`config.mk`:
```
export PLATFORM = sky130hd
export DESIGN_NAME = dbgcmp_top
export DESIGN_NICKNAME = d
export VERILOG_FILES = /design/src/rtl/dbgcmp_pkg.sv /design/src/rtl/dbgcmp_bp_cmp.sv /design/src/rtl/dbgcmp_wp_cmp.sv /design/src/rtl/dbgcmp_pick.sv /design/src/rtl/dbgcmp_top.sv
export SDC_FILE = /design/constraint.sdc
export NUM_CORES = 1
export LEC_CHECK = 0
export BUFFER_PORTS_ARGS = -buffer_cell sky130_fd_sc_hd__buf_2
export CORE_MARGIN = 3
export CORE_UTILIZATION = 45
export DETAILED_ROUTE_END_ITERATION = 10
export PLACE_DENSITY_LB_ADDON = 0.2
export RECOVER_POWER = 50
export SLEW_MARGIN = 20
export SYNTH_ARGS = -nofsm -noshare
export SYNTH_HDL_FRONTEND = slang
export SYNTH_HIERARCHICAL = 1
export SYNTH_SLANG_ARGS = --single-unit
```
`constraint.sdc`:
```
create_clock -name clk -period 3.4 [get_ports clk]
set_input_delay 0.17 -clock clk [delete_from_list [all_inputs] [get_ports clk]]
set_output_delay 0.17 -clock clk [all_outputs]
set_load 0.02 [all_outputs]
```
`src/rtl/dbgcmp_pkg.sv`:
```
package dbgcmp_pkg;

    // control register field positions
    localparam int CTL_EN      = 0;
    localparam int CTL_USR     = 1;
    localparam int CTL_PRV     = 2;
    localparam int CTL_LD      = 3;
    localparam int CTL_ST      = 4;
    localparam int CTL_LANE_LO = 5;
    localparam int CTL_MISM    = 13;

    typedef enum logic [2:0] {
        MOE_NONE     = 3'd0,
        MOE_BKPT     = 3'd1,
        MOE_WP_SYNC  = 3'd2,
        MOE_WP_ASYNC = 3'd3
    } moe_e;

    typedef enum logic [2:0] {
        GRP_BVAL = 3'd0,
        GRP_BCTL = 3'd1,
        GRP_WVAL = 3'd2,
        GRP_WCTL = 3'd3,
        GRP_STAT = 3'd4,
        GRP_ID   = 3'd5
    } grp_e;

    typedef struct packed {
        logic       mism;
        logic [3:0] lanes;
        logic       prv;
        logic       usr;
        logic       en;
    } bctl_t;

    typedef struct packed {
        logic [7:0] lanes;
        logic       st;
        logic       ld;
        logic       prv;
        logic       usr;
        logic       en;
    } wctl_t;

endpackage

```
`src/rtl/dbgcmp_bp_cmp.sv`:
```
module dbgcmp_bp_cmp
    import dbgcmp_pkg::*;
(
    input  logic [29:0] tag,
    input  bctl_t       ctl,
    input  logic        fetch_vld,
    input  logic [31:0] fetch_addr,
    input  logic        fetch_priv,
    output logic        hit
);
    logic word_eq;
    logic lane_on;
    logic priv_ok;

    always_comb begin
        word_eq = (tag == fetch_addr[31:2]);
        lane_on = ctl.lanes[fetch_addr[1:0]];
        priv_ok = fetch_priv ? ctl.prv : ctl.usr;
        hit     = fetch_vld & ctl.en & priv_ok & ((word_eq & lane_on) ^ ctl.mism);
    end
endmodule

```
`src/rtl/dbgcmp_wp_cmp.sv`:
```
module dbgcmp_wp_cmp
    import dbgcmp_pkg::*;
#(
    parameter bit  WIDE  = 1'b1,
    localparam int LB    = WIDE ? 3 : 2,
    localparam int LANES = WIDE ? 8 : 4
) (
    input  logic [31-LB:0] tag,
    input  wctl_t          ctl,
    input  logic           acc_vld,
    input  logic [31:0]    acc_addr,
    input  logic           acc_store,
    input  logic [1:0]     acc_size,
    input  logic           acc_priv,
    output logic           hit
);
    logic [15:0]      span_w;
    logic [15:0]      span_sh;
    logic [LANES-1:0] span;
    logic             addr_eq;
    logic             dir_ok;
    logic             priv_ok;

    always_comb begin
        span_w  = (16'd1 << (5'd1 << acc_size)) - 16'd1;
        span_sh = span_w << acc_addr[LB-1:0];
        span    = span_sh[LANES-1:0];
        addr_eq = (tag == acc_addr[31:LB]);
        dir_ok  = acc_store ? ctl.st : ctl.ld;
        priv_ok = acc_priv ? ctl.prv : ctl.usr;
        hit     = acc_vld & ctl.en & dir_ok & priv_ok & addr_eq
                  & (|(span & ctl.lanes[LANES-1:0]));
    end
endmodule

```
`src/rtl/dbgcmp_pick.sv`:
```
module dbgcmp_pick #(
    parameter int N  = 4,
    parameter int IW = 2
) (
    input  logic [N-1:0]  req,
    output logic          any,
    output logic [IW-1:0] idx
);
    always_comb begin
        any = |req;
        idx = '0;
        for (int i = N - 1; i >= 0; i--) begin
            if (req[i]) idx = IW'(i);
        end
    end
endmodule

```
`src/rtl/dbgcmp_top.sv`:
```
module dbgcmp_top
    import dbgcmp_pkg::*;
#(
    parameter int NUM_BP   = 4,
    parameter int NUM_WP   = 2,
    parameter bit WP_WIDE  = 1'b1,
    parameter int ARCH_VER = 5
) (
    input  logic              clk,
    input  logic              rst_n,
    input  logic              reg_we,
    input  logic [6:0]        reg_addr,
    input  logic [31:0]       reg_wdata,
    output logic [31:0]       reg_rdata,
    input  logic              fetch_vld,
    input  logic [31:0]       fetch_addr,
    input  logic              fetch_priv,
    input  logic              acc_vld,
    input  logic [31:0]       acc_addr,
    input  logic              acc_store,
    input  logic [1:0]        acc_size,
    input  logic              acc_priv,
    input  logic              acc_buffered,
    output logic              dbg_evt,
    output logic              evt_wp,
    output logic [3:0]        evt_idx,
    output logic [NUM_BP-1:0] bp_hit,
    output logic [NUM_WP-1:0] wp_hit
);
    localparam int BP_IW = (NUM_BP > 1) ? $clog2(NUM_BP) : 1;
    localparam int WP_IW = (NUM_WP > 1) ? $clog2(NUM_WP) : 1;
    localparam int WLB   = WP_WIDE ? 3 : 2;

    typedef struct packed {
        logic [NUM_BP-1:0][31:0] bval;
        bctl_t [NUM_BP-1:0]      bctl;
        logic [NUM_WP-1:0][31:0] wval;
        wctl_t [NUM_WP-1:0]      wctl;
        logic                    halt;
        logic                    mon;
        moe_e                    moe;
        logic                    evt;
        logic                    evt_wp;
        logic [3:0]              evt_idx;
        logic [NUM_BP-1:0]       bp_hit;
        logic [NUM_WP-1:0]       wp_hit;
    } state_t;

    state_t st_d, st_q;

    logic [NUM_BP-1:0] bp_raw, bp_fire;
    logic [NUM_WP-1:0] wp_raw, wp_fire;
    logic              bp_any, wp_any;
    logic [BP_IW-1:0]  bp_idx;
    logic [WP_IW-1:0]  wp_idx;
    logic              gate;
    logic [2:0]        grp;
    logic [3:0]        ridx;

    // comparator instances
    for (genvar g = 0; g < NUM_BP; g++) begin : g_bp
        dbgcmp_bp_cmp u_cmp (
            .tag        (st_q.bval[g][31:2]),
            .ctl        (st_q.bctl[g]),
            .fetch_vld  (fetch_vld),
            .fetch_addr (fetch_addr),
            .fetch_priv (fetch_priv),
            .hit        (bp_raw[g])
        );

        bp_en_chk: assert property (@(posedge clk) disable iff (!rst_n)
            bp_raw[g] |-> st_q.bctl[g].en);
    end

    for (genvar g = 0; g < NUM_WP; g++) begin : g_wp
        dbgcmp_wp_cmp #(.WIDE(WP_WIDE)) u_cmp (
            .tag       (st_q.wval[g][31:WLB]),
            .ctl       (st_q.wctl[g]),
            .acc_vld   (acc_vld),
            .acc_addr  (acc_addr),
            .acc_store (acc_store),
            .acc_size  (acc_size),
            .acc_priv  (acc_priv),
            .hit       (wp_raw[g])
        );
    end

    always_comb begin
        gate    = st_q.mon & ~st_q.halt;
        bp_fire = bp_raw & {NUM_BP{gate}};
        wp_fire = wp_raw & {NUM_WP{gate}};
    end

    dbgcmp_pick #(.N(NUM_BP), .IW(BP_IW)) u_bp_pick (.req(bp_fire), .any(bp_any), .idx(bp_idx));
    dbgcmp_pick #(.N(NUM_WP), .IW(WP_IW)) u_wp_pick (.req(wp_fire), .any(wp_any), .idx(wp_idx));

    // next-state
    always_comb begin
        st_d         = st_q;
        grp          = reg_addr[6:4];
        ridx         = reg_addr[3:0];
        st_d.bp_hit  = bp_fire;
        st_d.wp_hit  = wp_fire;
        st_d.evt     = bp_any | wp_any;
        st_d.evt_wp  = ~bp_any & wp_any;
        if (bp_any)      st_d.evt_idx = 4'(bp_idx);
        else if (wp_any) st_d.evt_idx = 4'(wp_idx);
        else             st_d.evt_idx = 4'd0;

        if (bp_any)      st_d.moe = MOE_BKPT;
        else if (wp_any) st_d.moe = acc_buffered ? MOE_WP_ASYNC : MOE_WP_SYNC;

        if (reg_we) begin
            case (grp)
                GRP_BVAL: for (int i = 0; i < NUM_BP; i++)
                    if (ridx == 4'(i)) st_d.bval[i] = reg_wdata;
                GRP_BCTL: for (int i = 0; i < NUM_BP; i++)
                    if (ridx == 4'(i)) begin
                        st_d.bctl[i].en    = reg_wdata[CTL_EN];
                        st_d.bctl[i].usr   = reg_wdata[CTL_USR];
                        st_d.bctl[i].prv   = reg_wdata[CTL_PRV];
                        st_d.bctl[i].lanes = reg_wdata[CTL_LANE_LO +: 4];
                        st_d.bctl[i].mism  = reg_wdata[CTL_MISM];
                    end
                GRP_WVAL: for (int i = 0; i < NUM_WP; i++)
                    if (ridx == 4'(i)) st_d.wval[i] = reg_wdata;
                GRP_WCTL: for (int i = 0; i < NUM_WP; i++)
                    if (ridx == 4'(i)) begin
                        st_d.wctl[i].en    = reg_wdata[CTL_EN];
                        st_d.wctl[i].usr   = reg_wdata[CTL_USR];
                        st_d.wctl[i].prv   = reg_wdata[CTL_PRV];
                        st_d.wctl[i].ld    = reg_wdata[CTL_LD];
                        st_d.wctl[i].st    = reg_wdata[CTL_ST];
                        st_d.wctl[i].lanes = WP_WIDE ? reg_wdata[CTL_LANE_LO +: 8]
                                                     : {4'b0, reg_wdata[CTL_LANE_LO +: 4]};
                    end
                GRP_STAT: begin
                    st_d.halt = reg_wdata[0];
                    st_d.mon  = reg_wdata[1];
                end
                default: ;
            endcase
        end
    end

    always_ff @(posedge clk) begin
        if (!rst_n) st_q <= '0;
        else        st_q <= st_d;
    end

    // read mux
    always_comb begin
        reg_rdata = '0;
        case (reg_addr[6:4])
            GRP_BVAL: for (int i = 0; i < NUM_BP; i++)
                if (reg_addr[3:0] == 4'(i)) reg_rdata = st_q.bval[i];
            GRP_BCTL: for (int i = 0; i < NUM_BP; i++)
                if (reg_addr[3:0] == 4'(i))
                    reg_rdata = {18'b0, st_q.bctl[i].mism, 4'b0, st_q.bctl[i].lanes,
                                 2'b0, st_q.bctl[i].prv, st_q.bctl[i].usr, st_q.bctl[i].en};
            GRP_WVAL: for (int i = 0; i < NUM_WP; i++)
                if (reg_addr[3:0] == 4'(i)) reg_rdata = st_q.wval[i];
            GRP_WCTL: for (int i = 0; i < NUM_WP; i++)
                if (reg_addr[3:0] == 4'(i))
                    reg_rdata = {19'b0, st_q.wctl[i].lanes, st_q.wctl[i].st, st_q.wctl[i].ld,
                                 st_q.wctl[i].prv, st_q.wctl[i].usr, st_q.wctl[i].en};
            GRP_STAT: reg_rdata = {27'b0, st_q.moe, st_q.mon, st_q.halt};
            GRP_ID:   reg_rdata = {4'(NUM_WP - 1), 4'(NUM_BP - 1), 4'b0, 4'(ARCH_VER), 16'b0};
            default:  reg_rdata = '0;
        endcase
    end

    assign dbg_evt = st_q.evt;
    assign evt_wp  = st_q.evt_wp;
    assign evt_idx = st_q.evt_idx;
    assign bp_hit  = st_q.bp_hit;
    assign wp_hit  = st_q.wp_hit;


    gate_chk: assert property (@(posedge clk) disable iff (!rst_n)
        dbg_evt |-> $past(st_q.mon && !st_q.halt));


    lowest_chk: assert property (@(posedge clk) disable iff (!rst_n)
        (dbg_evt && !evt_wp) |-> (((bp_hit >> evt_idx) & NUM_BP'(1)) != '0)
                              && ((bp_hit & ((NUM_BP'(1) << evt_idx) - NUM_BP'(1))) == '0));


    moe_chk: assert property (@(posedge clk) disable iff (!rst_n)
        (dbg_evt && !evt_wp) |-> (st_q.moe == MOE_BKPT));


    hitvec_chk: assert property (@(posedge clk) disable iff (!rst_n)
        (dbg_evt && evt_wp) |-> (bp_hit == '0) && (wp_hit != '0));

endmodule

```
* Yosys cells after proc, flatten, opt, wreduce, memory -nomap -nowiden *
Index checks and enable logic that the tools add are counted.

storage, ports and cells
  bits of input ports = 114
  logic and storage cells = 168
  bits in registers = 266

cells by class
  reductions and logical operators = 21
  bitwise logic cells = 40
  order comparisons = 1
  $add $sub $neg = 1
  muxes and demuxes = 40
  shift-type cells = 3
  equal/unequal tests = 14

operator list
  operator                                                              count
  32-bit two-way mux                                                    10
  32-bit case mux with 6 select lines                                   1
  30-bit == test                                                        4
  29-bit == test                                                        2
  3-bit AND reduction                                                   12
  1-bit bitwise AND                                                     28
  1-bit two-way mux                                                     18
  8-bit bitwise AND                                                     2
  8-bit OR reduction                                                    2
  1-bit by 5-bit left shift with 16-bit output, first input constant    1
  16-bit by 3-bit left shift with 8-bit output                          1
  16-bit by 1-bit subtractor with 16-bit output, second input constant  1
  14-bit two-way mux                                                    1
  13-bit two-way mux                                                    1
  2-bit two-way mux                                                     5
  1-bit binary-select mux with 2-bit select                             4
  4-bit by 2-bit == test with 1-bit output, second input constant       2
  3-bit by 2-bit == test with 1-bit output, second input constant       2
  3-bit == test, second input constant                                  2
  5-bit OR reduction                                                    1
  1-bit by 2-bit left shift with 5-bit output, first input constant     1
  4-bit bitwise AND                                                     1
  4-bit by 1-bit == test with 1-bit output, second input constant       1
  4-bit zero test                                                       1
  11 further kinds                                                      16

* Longest topological paths before layout *
  word-level depth = 12
  gate-level depth with buffers = 11

* Hierarchy *
The synthesis kept the hierarchy.

modules (own cells, without submodules)
  module                   seq. area each (sq um)  cells each  instances  area each (sq um)
  dbgcmp_top               5285.1                  1406        1          12215.5
  dbgcmp_bp_cmp            0.0                     46          4          387.9
  dbgcmp_wp_cmp            0.0                     75          2          574.3
  dbgcmp_pick (u_bp_pick)  0.0                     7           1          35.0
  dbgcmp_pick (u_wp_pick)  0.0                     2           1          12.5

* Worst setup path after synthesis *
No wires, ideal clock.

  path type = register -> register
  start = register st_q[158] in the netlist's numbering
  end = register st_q (netlist bit evt_idx[0])
  buffers on the path = 0
  setup slack = 1.242 ns
  arrival = 2.043 ns
  cell stages (with the launch flop) = 11
  data required time = 3.285 ns
  library setup time = 0.115 ns
  period minus slack after synthesis = 2.158 ns
  cell sequence = dfxtp_1 -> xor2_1 -> nor4_2 -> nand3_1 -> or4_1 -> a21oi_1 -> and2_1 -> nor2_1 -> nand2_1 -> o21ai_0 -> and2_1

on the way
  longest elaborated chain between the ends = 7

ends and longest elaborated chain
  element                   line                 source
  start: declaration        dbgcmp_top.sv:49     state_t st_d, st_q;
  start signal: assignment  dbgcmp_top.sv:148    else st_q <= st_d;
  30-bit == test            dbgcmp_bp_cmp.sv:16  word_eq = (tag == fetch_addr[31:2]);
  1-bit bitwise AND         dbgcmp_bp_cmp.sv:19  hit = fetch_vld & ctl.en & priv_ok & ((word_eq & lane_on) ^ ctl.mism);
  1-bit XOR                 dbgcmp_bp_cmp.sv:19
  1-bit bitwise AND         dbgcmp_bp_cmp.sv:19
  named net bp_raw[0]       dbgcmp_top.sv:51     logic [NUM_BP-1:0] bp_raw, bp_fire;
  4-bit bitwise AND         dbgcmp_top.sv:90     bp_fire = bp_raw & {NUM_BP{gate}};
  named net bp_fire[0]      dbgcmp_top.sv:51
  4-bit OR reduction        dbgcmp_pick.sv:10    any = |req;
  named net bp_any          dbgcmp_top.sv:53     logic bp_any, wp_any;
  2-bit two-way mux         dbgcmp_top.sv:106    if (bp_any) st_d.evt_idx = 4'(bp_idx);

The timed path passes the listed nets, and every way through them passes these cells.
A chain may end at the register's enable or synchronous reset.

* Final worst setup path *
  start = input port reg_we
  end = register st_q[115] in the netlist's numbering

on the way
  longest elaborated chain between the ends = 1

ends and longest elaborated chain
  element                        line              source
  start: declaration             dbgcmp_top.sv:11  input logic reg_we,
  3-bit AND reduction (no line)  --

No other way between the ends.

==> results.toml <==
[status]
violations = "max-capacitance violations, max-slew violations"
status = "finished, violations left"

[route]
ant_nets = 0
drt-vias-per-instance = 5.78
drt_wl_total_mm = 52.7
route.vias.total = 13400
drt-initial-drc-count = 1354
avgRoutedWirePerCell_microns = 22.7
drcViolationCount = 0
dr.pass1.iters = 5

[clock_network]
post_cts_resize_count = 0
cts-root-buf = "clkbuf_16"
clk_pin_slew_ns = 0.06
insertion_delay_ns = 0.57
clock_sinks = 264
htreeDepth = 1
cts_buffer_depth = 3
numCtsBuffers = 30
cts_tree = "done"

[sta]
rsz0062_at_grt = "false"
period_needed_ns = 3.02
fin_crit_sh = 0.887
finalHoldViolCount = 0
slew_viol_final = 41
slew_headroom = -0.151
fmaxAchievable_ghz = 0.332
tightest_slew_ns = 1.70
finalSetupViolations = 0
finClkSkew_ns = 0.0269
worst_hold_slack_ns = 0.0376
setup-tns-final_ns = 0

[setup_path]
crit_top_cell = "nand2_1"
cp_top_family = "simple AND/OR/NAND/NOR gates"
slowest_stage = "nor4bb_1"
path_buf_inv = 3
crit_fanout = 20
crit_path_max_incr_delay_ns = 1.37
cp-start-kind = "primary input"
crit_chain = "dlygate4sd3_1 > clkbuf_1 > nor4bb_1 > buf_4 > nand2_1 > nand2_1 > a21boi_0"
critPathRequiredTime_ns = 3.84
end_kind = "register"
worst_ep_arrival_time_ns = 3.45
critPathKind = "in2reg"

[synthesis]
ys.flop_type = "dfxtp_1"
yosys_warnings = 6
syn_area_sq_mm = 0.0150
async_flop_share = 0
synth_edf_count = 0
netlist-cell-type-count = 64
avgSynthCellArea_sq_um = 8.56
ys_seq_area_frac = 0.353
netlist_instances = 1749
ys_ff_latch = 264

[cells_and_area]
multi_input_area_sq_mm = 0.00888
syn_to_final_growth_pct = 14.3
final_cell_area_sq_mm = 0.0171
fillers = 3096
fin_nets = 1965
stdcell_count = 2319
seq_area_sq_mm = 0.00529
drive_above_1_share = 0.158

[run]
maxCapViolCount = 2

[die]
initial_core_util = 0.459
ioPinCount = 158
die_w_microns = 188
coreArea_sq_mm = 0.0326
rows = 66
die_height_microns = 188
dieArea_sq_mm = 0.0355

[grt]
grt_overflow = 0
antenna_found_initial = 8
grt_max_degree = 130
grt_use_total = 0.287
grt_pass1_wl_mm = 79.0
first_global_vias = 12600

[place]
dp_cells = 2234
port-buffer-count = 155
place.gp.congestion = 0.928
place_area_sq_mm = 0.0159
dpl.hpwl_mm = 37.1

[power]
report.power.total_mw = 7.19
vdd_drop_max_mv = 0.364
p_leak_nw = 6.29
power_density_mw_per_mm2 = 420

[hold_path]
min_path_type = "in2reg"
final cells by class:
type | count | share of cell area
Clock inverter | 13 | 0.0103
Sequential cell | 264 | 0.309
Antenna cell | 2 | 0.000293
Clock buffer | 43 | 0.0508
Timing Repair Buffer | 217 | 0.0771
Multi-Input combinational cell | 1334 | 0.519
Inverter | 4 | 0.000878
Tap cell | 442 | 0.0323
worst register-to-register path, cell delays in order, from the launching register on:
cell	delay, ns
dfxtp_1	0.34
xor2_1	0.15
nor4_1	0.51
nand4_1	0.35
or4_1	0.49
a21oi_1	0.19
and2_1	0.16
nor2_1	0.07
nand2_1	0.22
o21ai_0	0.13
and2_1	0.17
metrics by stage:
stage / setup WS (ns) / utilization
after detailed placement: 0.550 / 0.487
after global routing: 0.224 / 0.524
after global placement: 0.608 / 0.487
final: 0.384 / 0.524
after floorplan: 1.24 / -
after CTS: 0.539 / 0.528
synthesized netlist by cell type, types with 18 or more instances:
cell type / n / area share
nand2_1: 438 / 0.11
buf_2: 59 / 0.020
o22ai_1: 43 / 0.018
nor2b_1: 52 / 0.022
mux2i_1: 64 / 0.043
clkbuf_1: 67 / 0.017
mux2_2: 45 / 0.034
a21boi_1: 132 / 0.066
xor2_1: 170 / 0.10
dfxtp_1: 264 / 0.35
a22oi_1: 18 / 0.0090
a21boi_0: 90 / 0.045
nor4_1: 40 / 0.017
nand3_1: 45 / 0.015
a211oi_1: 18 / 0.0090
flip-flops by register name (all words and copies together) (netlist names):
register  cells
bp_hit        4
dbg_evt       1
evt_idx       2
evt_wp        1
st_q        254
wp_hit        2
per-layer routing:
metal / global-route usage / share of wire / vias to the layer above
met5: 0 / 0.0016 / -
met4: 0.0954 / 0.038 / 14
met3: 0.0556 / 0.082 / 110
met2: 0.445 / 0.44 / 575
met1: 0.403 / 0.44 / 6440
li1: - / - / 6255
cell usage in the layout, fill, tap and decap left out, drive strengths merged, types with 18 or more instances in the layout:
cell type	instances
nand2	438
dfxtp	264
a21boi	222
xor2	170
buf	170
mux2i	64
clkbuf	62
nor2b	52
nor4	47
nand3	46
mux2	45
o22ai	43
dlygate4sd3	27
a211oi	18
a22oi	18
kinds of logic after synthesis:
logic type,synth area share
buffers and inverters,0.0501
other,0.000251
AOI/OAI and AO/OA,0.183
xor gates and xnor gates,0.104
muxes,0.0993
and+or+nand+nor,0.210
DFF,0.353
power by group:
part | leakage, nW | switching [mW] | internal, mW | total, mW
clock | 0.522 | 1.37 | 2.07 | 3.44
sequential | 2.13 | 0.00665 | 3.10 | 3.11
combinational | 3.64 | 0.405 | 0.237 | 0.642
total | 6.29 | 1.78 | 5.41 | 7.19
repair_timing:
item	in CTS	in global routing
setup buffers	0	0
hold endpoints to repair	153	0
hold buffers	27	0
path summary, 6_finish.rpt:
check / end / slack [ns] / depth (start not counted) / startpoint
min reg2reg: st_q[77]$_SDFFE_PN0P_ / 0.46 / 2 / st_q[77]$_SDFFE_PN0P_
max reg2reg: evt_idx[0]$_SDFF_PN0_ / 0.49 / 10 / st_q[208]$_SDFFE_PN0P_
min: st_q[45]$_SDFFE_PN0P_ / 0.04 / 3 / reg_wdata[2]
max: st_q[115]$_SDFFE_PN0P_ / 0.38 / 7 / reg_we
Power figures use the tool's default switching activity.
